<file path="src/rtl/dsp_agu_pkg.sv">
`timescale 1ns/1ps
package dsp_agu_pkg;

  typedef enum logic [3:0] {
    OP_HOLD  = 4'd0,
    OP_INC   = 4'd1,
    OP_DEC   = 4'd2,
    OP_ADDS  = 4'd3,
    OP_CINC  = 4'd4,
    OP_CDEC  = 4'd5,
    OP_CADDX = 4'd6,
    OP_CSUBX = 4'd7,
    OP_BADDX = 4'd8,
    OP_BSUBX = 4'd9,
    OP_SINC  = 4'd10,
    OP_SRD   = 4'd11
  } agu_op_e;

  typedef enum logic [1:0] {
    LD_AR   = 2'd0,
    LD_STEP = 2'd1,
    LD_BUFK = 2'd2,
    LD_NONE = 2'd3
  } agu_ld_e;

endpackage

</file>
<file path="src/rtl/dsp_agu_arbank.sv">
`timescale 1ns/1ps
module dsp_agu_arbank #(
  parameter int AW   = 16,
  parameter int NREG = 8,
  localparam int SW  = $clog2(NREG)
) (
  input  logic                 clk,
  input  logic                 rst_n,
  input  logic                 mod_we,
  input  logic [SW-1:0]        mod_sel,
  input  logic [AW-1:0]        mod_data,
  input  logic                 ld_we,
  input  logic [SW-1:0]        ld_sel,
  input  logic [AW-1:0]        ld_data,
  input  logic [SW-1:0]        rd_sel,
  output logic [AW-1:0]        rd_data,
  output logic [AW-1:0]        idx_data,
  output logic [NREG*AW-1:0]   ar_flat
);

  for (genvar gi = 0; gi < NREG; gi++) begin : g_ent
    logic          hit_ld;
    logic          hit_mod;
    logic          ent_en;
    logic [AW-1:0] ent_d;
    logic [AW-1:0] ent_q;

    // next state: a load to this entry outranks a modify of it
    always_comb begin
      hit_ld  = ld_we  && (ld_sel  == SW'(gi));
      hit_mod = mod_we && (mod_sel == SW'(gi));
      ent_en  = hit_ld || hit_mod;
      ent_d   = hit_ld ? ld_data : mod_data;
    end

    always_ff @(posedge clk or negedge rst_n) begin
      if (!rst_n) begin
        ent_q <= '0;
      end else if (ent_en) begin
        ent_q <= ent_d;
      end
    end

    assign ar_flat[gi*AW +: AW] = ent_q;
  end

  always_comb begin
    rd_data  = ar_flat[int'(rd_sel)*AW +: AW];
    idx_data = ar_flat[AW-1:0];
  end

endmodule

</file>
<file path="src/rtl/dsp_agu_modalu.sv">
`timescale 1ns/1ps
module dsp_agu_modalu
  import dsp_agu_pkg::*;
#(
  parameter int AW = 16,
  localparam int KW = $clog2(AW+1)
) (
  input  logic [3:0]    op,
  input  logic [AW-1:0] base,
  input  logic [AW-1:0] idx,
  input  logic [AW-1:0] step,
  input  logic [KW-1:0] bufk,
  output logic [AW-1:0] nxt,
  output logic          wr
);

  logic [AW-1:0] kmask;
  logic [AW-1:0] cmask;
  logic [AW-1:0] rbase, ridx;
  logic [AW-1:0] rsum, rdif;
  logic [AW-1:0] bsum, bdif;

  // per-bit mask: bit i is inside the buffer when i < k
  for (genvar gi = 0; gi < AW; gi++) begin : g_mask
    assign kmask[gi] = (bufk > KW'(gi));
  end

  // mirrored operands and mirrored-back results for reversed carry
  for (genvar gi = 0; gi < AW; gi++) begin : g_rev
    assign rbase[gi] = base[AW-1-gi];
    assign ridx[gi]  = idx[AW-1-gi];
    assign bsum[gi]  = rsum[AW-1-gi];
    assign bdif[gi]  = rdif[AW-1-gi];
  end

  always_comb begin
    rsum = rbase + ridx;
    rdif = rbase - ridx;
  end

  // k = 0 means no wrapping: the whole word moves
  assign cmask = (bufk == '0) ? {AW{1'b1}} : kmask;

  function automatic logic [AW-1:0] wrap(input logic [AW-1:0] a,
                                         input logic [AW-1:0] s,
                                         input logic [AW-1:0] m);
    return (a & ~m) | (s & m);
  endfunction

  always_comb begin
    nxt = base;
    wr  = 1'b1;
    case (op)
      OP_INC:   nxt = base + 1'b1;
      OP_DEC:   nxt = base - 1'b1;
      OP_ADDS:  nxt = base + step;
      OP_CINC:  nxt = wrap(base, base + 1'b1, cmask);
      OP_CDEC:  nxt = wrap(base, base - 1'b1, cmask);
      OP_CADDX: nxt = wrap(base, base + idx, cmask);
      OP_CSUBX: nxt = wrap(base, base - idx, cmask);
      OP_BADDX: nxt = bsum;
      OP_BSUBX: nxt = bdif;
      default:  wr  = 1'b0;
    endcase
  end

endmodule

</file>
<file path="src/rtl/dsp_agu.sv">
`timescale 1ns/1ps
module dsp_agu
  import dsp_agu_pkg::*;
#(
  parameter int AW   = 16,
  parameter int NREG = 8,
  localparam int SW  = $clog2(NREG),
  localparam int KW  = $clog2(AW+1)
) (
  input  logic          clk,
  input  logic          rst_n,
  input  logic          acc_en,
  input  logic [3:0]    acc_op,
  input  logic [SW-1:0] acc_sel,
  input  logic          ld_en,
  input  logic [1:0]    ld_kind,
  input  logic [SW-1:0] ld_sel,
  input  logic [AW-1:0] ld_data,
  output logic [AW-1:0] addr_out
);

  // reset: asserted at once, released after two edges
  logic rst_m, rst_s;
  always_ff @(posedge clk or negedge rst_n) begin
    if (!rst_n) begin
      rst_m <= 1'b0;
      rst_s <= 1'b0;
    end else begin
      rst_m <= 1'b1;
      rst_s <= rst_m;
    end
  end

  logic [AW-1:0]      rd_ar;
  logic [AW-1:0]      idx_ar;
  logic [NREG*AW-1:0] ar_flat;
  logic [AW-1:0]      alu_nxt;
  logic               alu_wr;
  logic [AW-1:0]      step_q, step_d;
  logic               step_en;
  logic [KW-1:0]      bufk_q, bufk_d;
  logic               bufk_en;
  logic               ld_ar, ld_step, ld_bufk;
  logic               step_op;

  always_comb begin
    ld_ar   = ld_en && (ld_kind == LD_AR);
    ld_step = ld_en && (ld_kind == LD_STEP);
    ld_bufk = ld_en && (ld_kind == LD_BUFK);
    step_op = (acc_op == OP_SINC) || (acc_op == OP_SRD);
  end

  dsp_agu_modalu #(.AW(AW)) u_alu (
    .op   (acc_op),
    .base (rd_ar),
    .idx  (idx_ar),
    .step (step_q),
    .bufk (bufk_q),
    .nxt  (alu_nxt),
    .wr   (alu_wr)
  );

  dsp_agu_arbank #(.AW(AW), .NREG(NREG)) u_bank (
    .clk      (clk),
    .rst_n    (rst_s),
    .mod_we   (acc_en && alu_wr),
    .mod_sel  (acc_sel),
    .mod_data (alu_nxt),
    .ld_we    (ld_ar),
    .ld_sel   (ld_sel),
    .ld_data  (ld_data),
    .rd_sel   (acc_sel),
    .rd_data  (rd_ar),
    .idx_data (idx_ar),
    .ar_flat  (ar_flat)
  );

  // step register: load first, then the increment opcode
  always_comb begin
    step_en = ld_step || (acc_en && (acc_op == OP_SINC));
    step_d  = ld_step ? ld_data : step_q + 1'b1;
  end

  always_ff @(posedge clk or negedge rst_s) begin
    if (!rst_s) begin
      step_q <= '0;
    end else if (step_en) begin
      step_q <= step_d;
    end
  end

  // buffer length register
  always_comb begin
    bufk_en = ld_bufk;
    bufk_d  = ld_data[KW-1:0];
  end

  always_ff @(posedge clk or negedge rst_s) begin
    if (!rst_s) begin
      bufk_q <= '0;
    end else if (bufk_en) begin
      bufk_q <= bufk_d;
    end
  end

  assign addr_out = step_op ? step_q : rd_ar;

endmodule

</file>
<file path="config.mk">
export PLATFORM = sky130hd
export DESIGN_NAME = dsp_agu
export DESIGN_NICKNAME = d
export VERILOG_FILES = /design/src/rtl/dsp_agu_pkg.sv /design/src/rtl/dsp_agu_arbank.sv /design/src/rtl/dsp_agu_modalu.sv /design/src/rtl/dsp_agu.sv
export SDC_FILE = /design/constraint.sdc
export NUM_CORES = 1
export LEC_CHECK = 0
export ABC_AREA = 0
export ABC_CLOCK_PERIOD_IN_PS = 4500
export CAP_MARGIN = 30
export CORE_MARGIN = 3
export CORE_UTILIZATION = 50
export CTS_CLUSTER_SIZE = 12
export DETAILED_ROUTE_END_ITERATION = 6
export DONT_BUFFER_PORTS = 1
export HOLD_SLACK_MARGIN = 0.15
export PLACE_DENSITY_LB_ADDON = 0.3
export SYNTH_ARGS = -nofsm -noshare
export SYNTH_HDL_FRONTEND = slang
export SYNTH_HIERARCHICAL = 1
export SYNTH_SLANG_ARGS = --single-unit
</file>
<file path="constraint.sdc">
create_clock -name clk -period 4.5 [get_ports clk]
set_clock_uncertainty 0.1 [all_clocks]
set_input_delay 0.9 -clock clk [delete_from_list [all_inputs] [get_ports clk]]
set_output_delay 0.9 -clock clk [all_outputs]
set_load 0.1 [all_outputs]
</file>
==> qor.txt <==
Hold Path End: rst_s
H-tree depth: 4
Top FF cell, synth: dfrtp_1
routed wire length: 46.1 mm
port bufs: 0
met1 WL: 19.8 mm
vias per cell: 6.39
Slowest-stage cell, CP: mux4_2
clock sink count: 151
WHS Path Cells: 0
clock network power share: 12.1%
via count: 12800
Max clock buf depth: 2
Post-Syn Area: 13900 um^2
DPL Wire Length: 32.9 mm
1st-pass router iterations: 6
Hold Vio Cnt, Final: 0
Post-Route Setup TNS: 0 ps
hold crit path type: reg -> reg
global-route wire length before repair: 70.8 mm
Crit. End Element: flop
post-synthesis cell count: 1591
# IOs: 48
Post-synth EDFFs: 0
Leak: 6.80 nW
Pwr Density: 814 nW/um^2
cell internal pwr: 0.00680 W
asr flop ratio synth: 100%
vias in the first global route: 12200
sw frac: 46.7%
synth unique cells: 88
P_sw: 0.00596 W
root buffer cell: clkbuf_16
# DRC: 0
cts bufs inserted: 17
Antenna Cells: 0
fin crit share: 99.8%
initial DRC count: 1533
final net count: 1727
sequential share of power: 18.9%
worst hold start: rst_m
final core occ: 57.8%
Reg2Reg Depth: 16
most frequent cells in the layout: 155 x buf_4, 150 x dfrtp_1, 144 x nor2_1, 135 x mux2i_1, 132 x nand2_1
Syn. warnings: 6
WP data required: 4730 ps
DR top layer: met4
Final ANT Viol Nets: 0
TritonCTS clock tree: built
Crit path largest cell delay: 510 ps
Crit path arrival time: 4720 ps
die area: 29800 um^2
commonest non-fill, non-tap cell in the layout: buf_4
DR WL met3: 3.29 mm
minimum clock period: 4490 ps
critical path's top delay family: compound AO/OA/AOI/OAI gates
Slew Viols, Final: 0
die height: 173 um
GP Congestion: 0.956
final setup fails: 0
VDD IR-drop max: 0.332 mV
sequential share of the synthesized area: 27.2%
Tightest Pin Transition: 987 ps
fmax: 223 MHz
R2R setup slack: 120 ps
Layout area overhead: 12.8%
worst hold slack: 253 ps
met2 WL post-DR: 21.6 mm
GRT overflow: 0
core footprint: 27100 um^2
Gate power share: 69.0%
share of cells above drive strength 1: 18.6%
status: finished, final reports clean
Slew headroom: 34.2%
Bufs and invs on worst path: 2
largest net degree at the start of global routing: 97
Reg clk slew, reported paths: 60 ps
WL/cell: 22.9 um
Die X: 173 um
Total Routing Usage GR: 29.9%
RSZ-0062 raised after global routing: yes
clk_lat worst skew: 430 ps
type of the worst setup path: in -> reg
worst reg2reg path endpoint: u_bank/g_ent[4].ent_q[1]
row cnt: 60
Max-Cap Viols: 0
Avg Inst Size Synth: 8.73 um^2
Initial Util: 51.2%
R2R Path Start: u_bank/idx_data[13]
CP max FO: 40
initial antenna violation count: 0
syn_nets: 1691
Synth Register Bits: 151
Cell Chain, Critical Path: mux4_2 > mux2_4 > ha_1 > fa_1 > nand2b_1 > a21oi_1 > o21ba_2 > o21ai_0 > nand3_1 > o211ai_1 > buf_4 > a311oi_1 > mux2i_1 > o22ai_1 > buf_4 > mux2i_1 > o21ai_0
Startpoint Class: input port
-- worst register-to-register path, stage by stage, from the launching register on --
cell      delay (ps)
dfrtp_1          460
mux4_1           510
mux2_2           320
ha_1             360
nand2b_1         180
a21oi_1          210
o21ba_2          170
o21ai_0          130
nand3_1          140
o211ai_1         150
buf_4            170
a311oi_1         420
mux2i_1          150
o22ai_1          310
buf_4            230
mux2i_1           90
o21ai_0          200
-- power groups by stage --
stage / clock network (W) / logic, W / registers (W)
3_3_place_gp: 0 / 0.00834 / 0.00239
4_1_cts: 0.00156 / 0.00859 / 0.00240
2_1_floorplan: 0 / 0.00616 / 0.00222
6_report: 0.00154 / 0.00880 / 0.00242
5_1_grt: 0.00160 / 0.00948 / 0.00249
3_5_place_dp: 0 / 0.00854 / 0.00242
-- cell usage after synthesis, drive strengths merged (13+ instances only) --
cell / count / area [um^2]
nand2: 132 / 495
nor2: 145 / 544
a21oi: 127 / 639
buf: 58 / 422
o22ai: 13 / 81.3
o21ai: 134 / 671
ha: 64 / 801
inv: 43 / 161
xor2: 15 / 131
a31oi: 24 / 150
a21o: 21 / 158
mux4: 32 / 826
nor3: 37 / 196
a221oi: 13 / 114
nand3: 30 / 150
a211oi: 13 / 97.6
clkbuf: 89 / 362
dfrtp: 151 / 3780
xnor2: 51 / 447
mux2: 37 / 417
nand2b: 20 / 125
mux2i: 135 / 1350
-- registers in the layout (all words and copies together), names as in the netlist --
name,cells
bufk_q,5
u_bank/idx_data,16
step_q,16
u_bank/g_ent.ent_q,112
rst_m,1
rst_s,1
-- worst max-delay path by stage --
stage	from	to	cells after the start
after floorplan	acc_sel[0]	u_bank/g_ent[7].ent_q[15]	17
after global placement	acc_sel[0]	u_bank/g_ent[2].ent_q[14]	14
after detailed placement	acc_sel[0]	u_bank/g_ent[3].ent_q[14]	14
after CTS	acc_sel[0]	u_bank/g_ent[2].ent_q[14]	14
after global routing	acc_sel[0]	u_bank/g_ent[2].ent_q[14]	14
final	acc_sel[0]	u_bank/g_ent[4].ent_q[1]	17
-- cell type report --
class                           instances  area [um^2]
Clock buffer                           20          447
Clock inverter                         12          190
Fill cell                            2353        11400
Inverter                               44          170
Multi-Input combinational cell       1248         9280
Sequential cell                       151         3780
Tap cell                              372          465
Timing Repair Buffer                  165         1330
-- per-stage QoR --
step | cells | power [W] | instance area [um^2] | worst slack (ps)
6_report | 2012 | 0.0128 | 15700 | 7.91
2_1_floorplan | 1591 | 0.00838 | 14000 | -161
5_1_grt | 2012 | 0.0136 | 15700 | -10.4
3_3_place_gp | 1975 | 0.0107 | 14900 | -395
3_5_place_dp | 1979 | 0.0110 | 15000 | -418
4_1_cts | 2012 | 0.0126 | 15600 | 141
-- timing repair --
item / 4_1_cts / 5_1_grt
pin swaps: 0 / 0
resized for setup: 1 / 7
hold buffers: 1 / 0
setup endpoints to repair: 4 / 28
endpoints found under the hold margin: 2 / 0
buffers inserted: 0 / 0
-- metal layers --
layer	vias up	GRT usage [%]
li1	5887	-
met1	6275	41.5
met2	595	48.5
met3	90	3.38
met4	0	10.8
met5	-	0
-- logic make-up (layout without fill, tap and decap cells) --
group | Yosys count | in the layout | synth area share, %
multiplexers | 204 | 204 | 18.7
adder cells (fa/ha/maj) | 68 | 68 | 6.34
XOR/XNOR | 66 | 66 | 4.16
flip-flops | 151 | 151 | 27.2
other | 1 | 1 | 0.0270
buffers and inverters | 192 | 241 | 7.06
AO/OA/AOI/OAI | 440 | 440 | 19.8
AND/OR/NAND/NOR | 469 | 469 | 16.8
No activity file was read; power rests on OpenSTA's default activity.
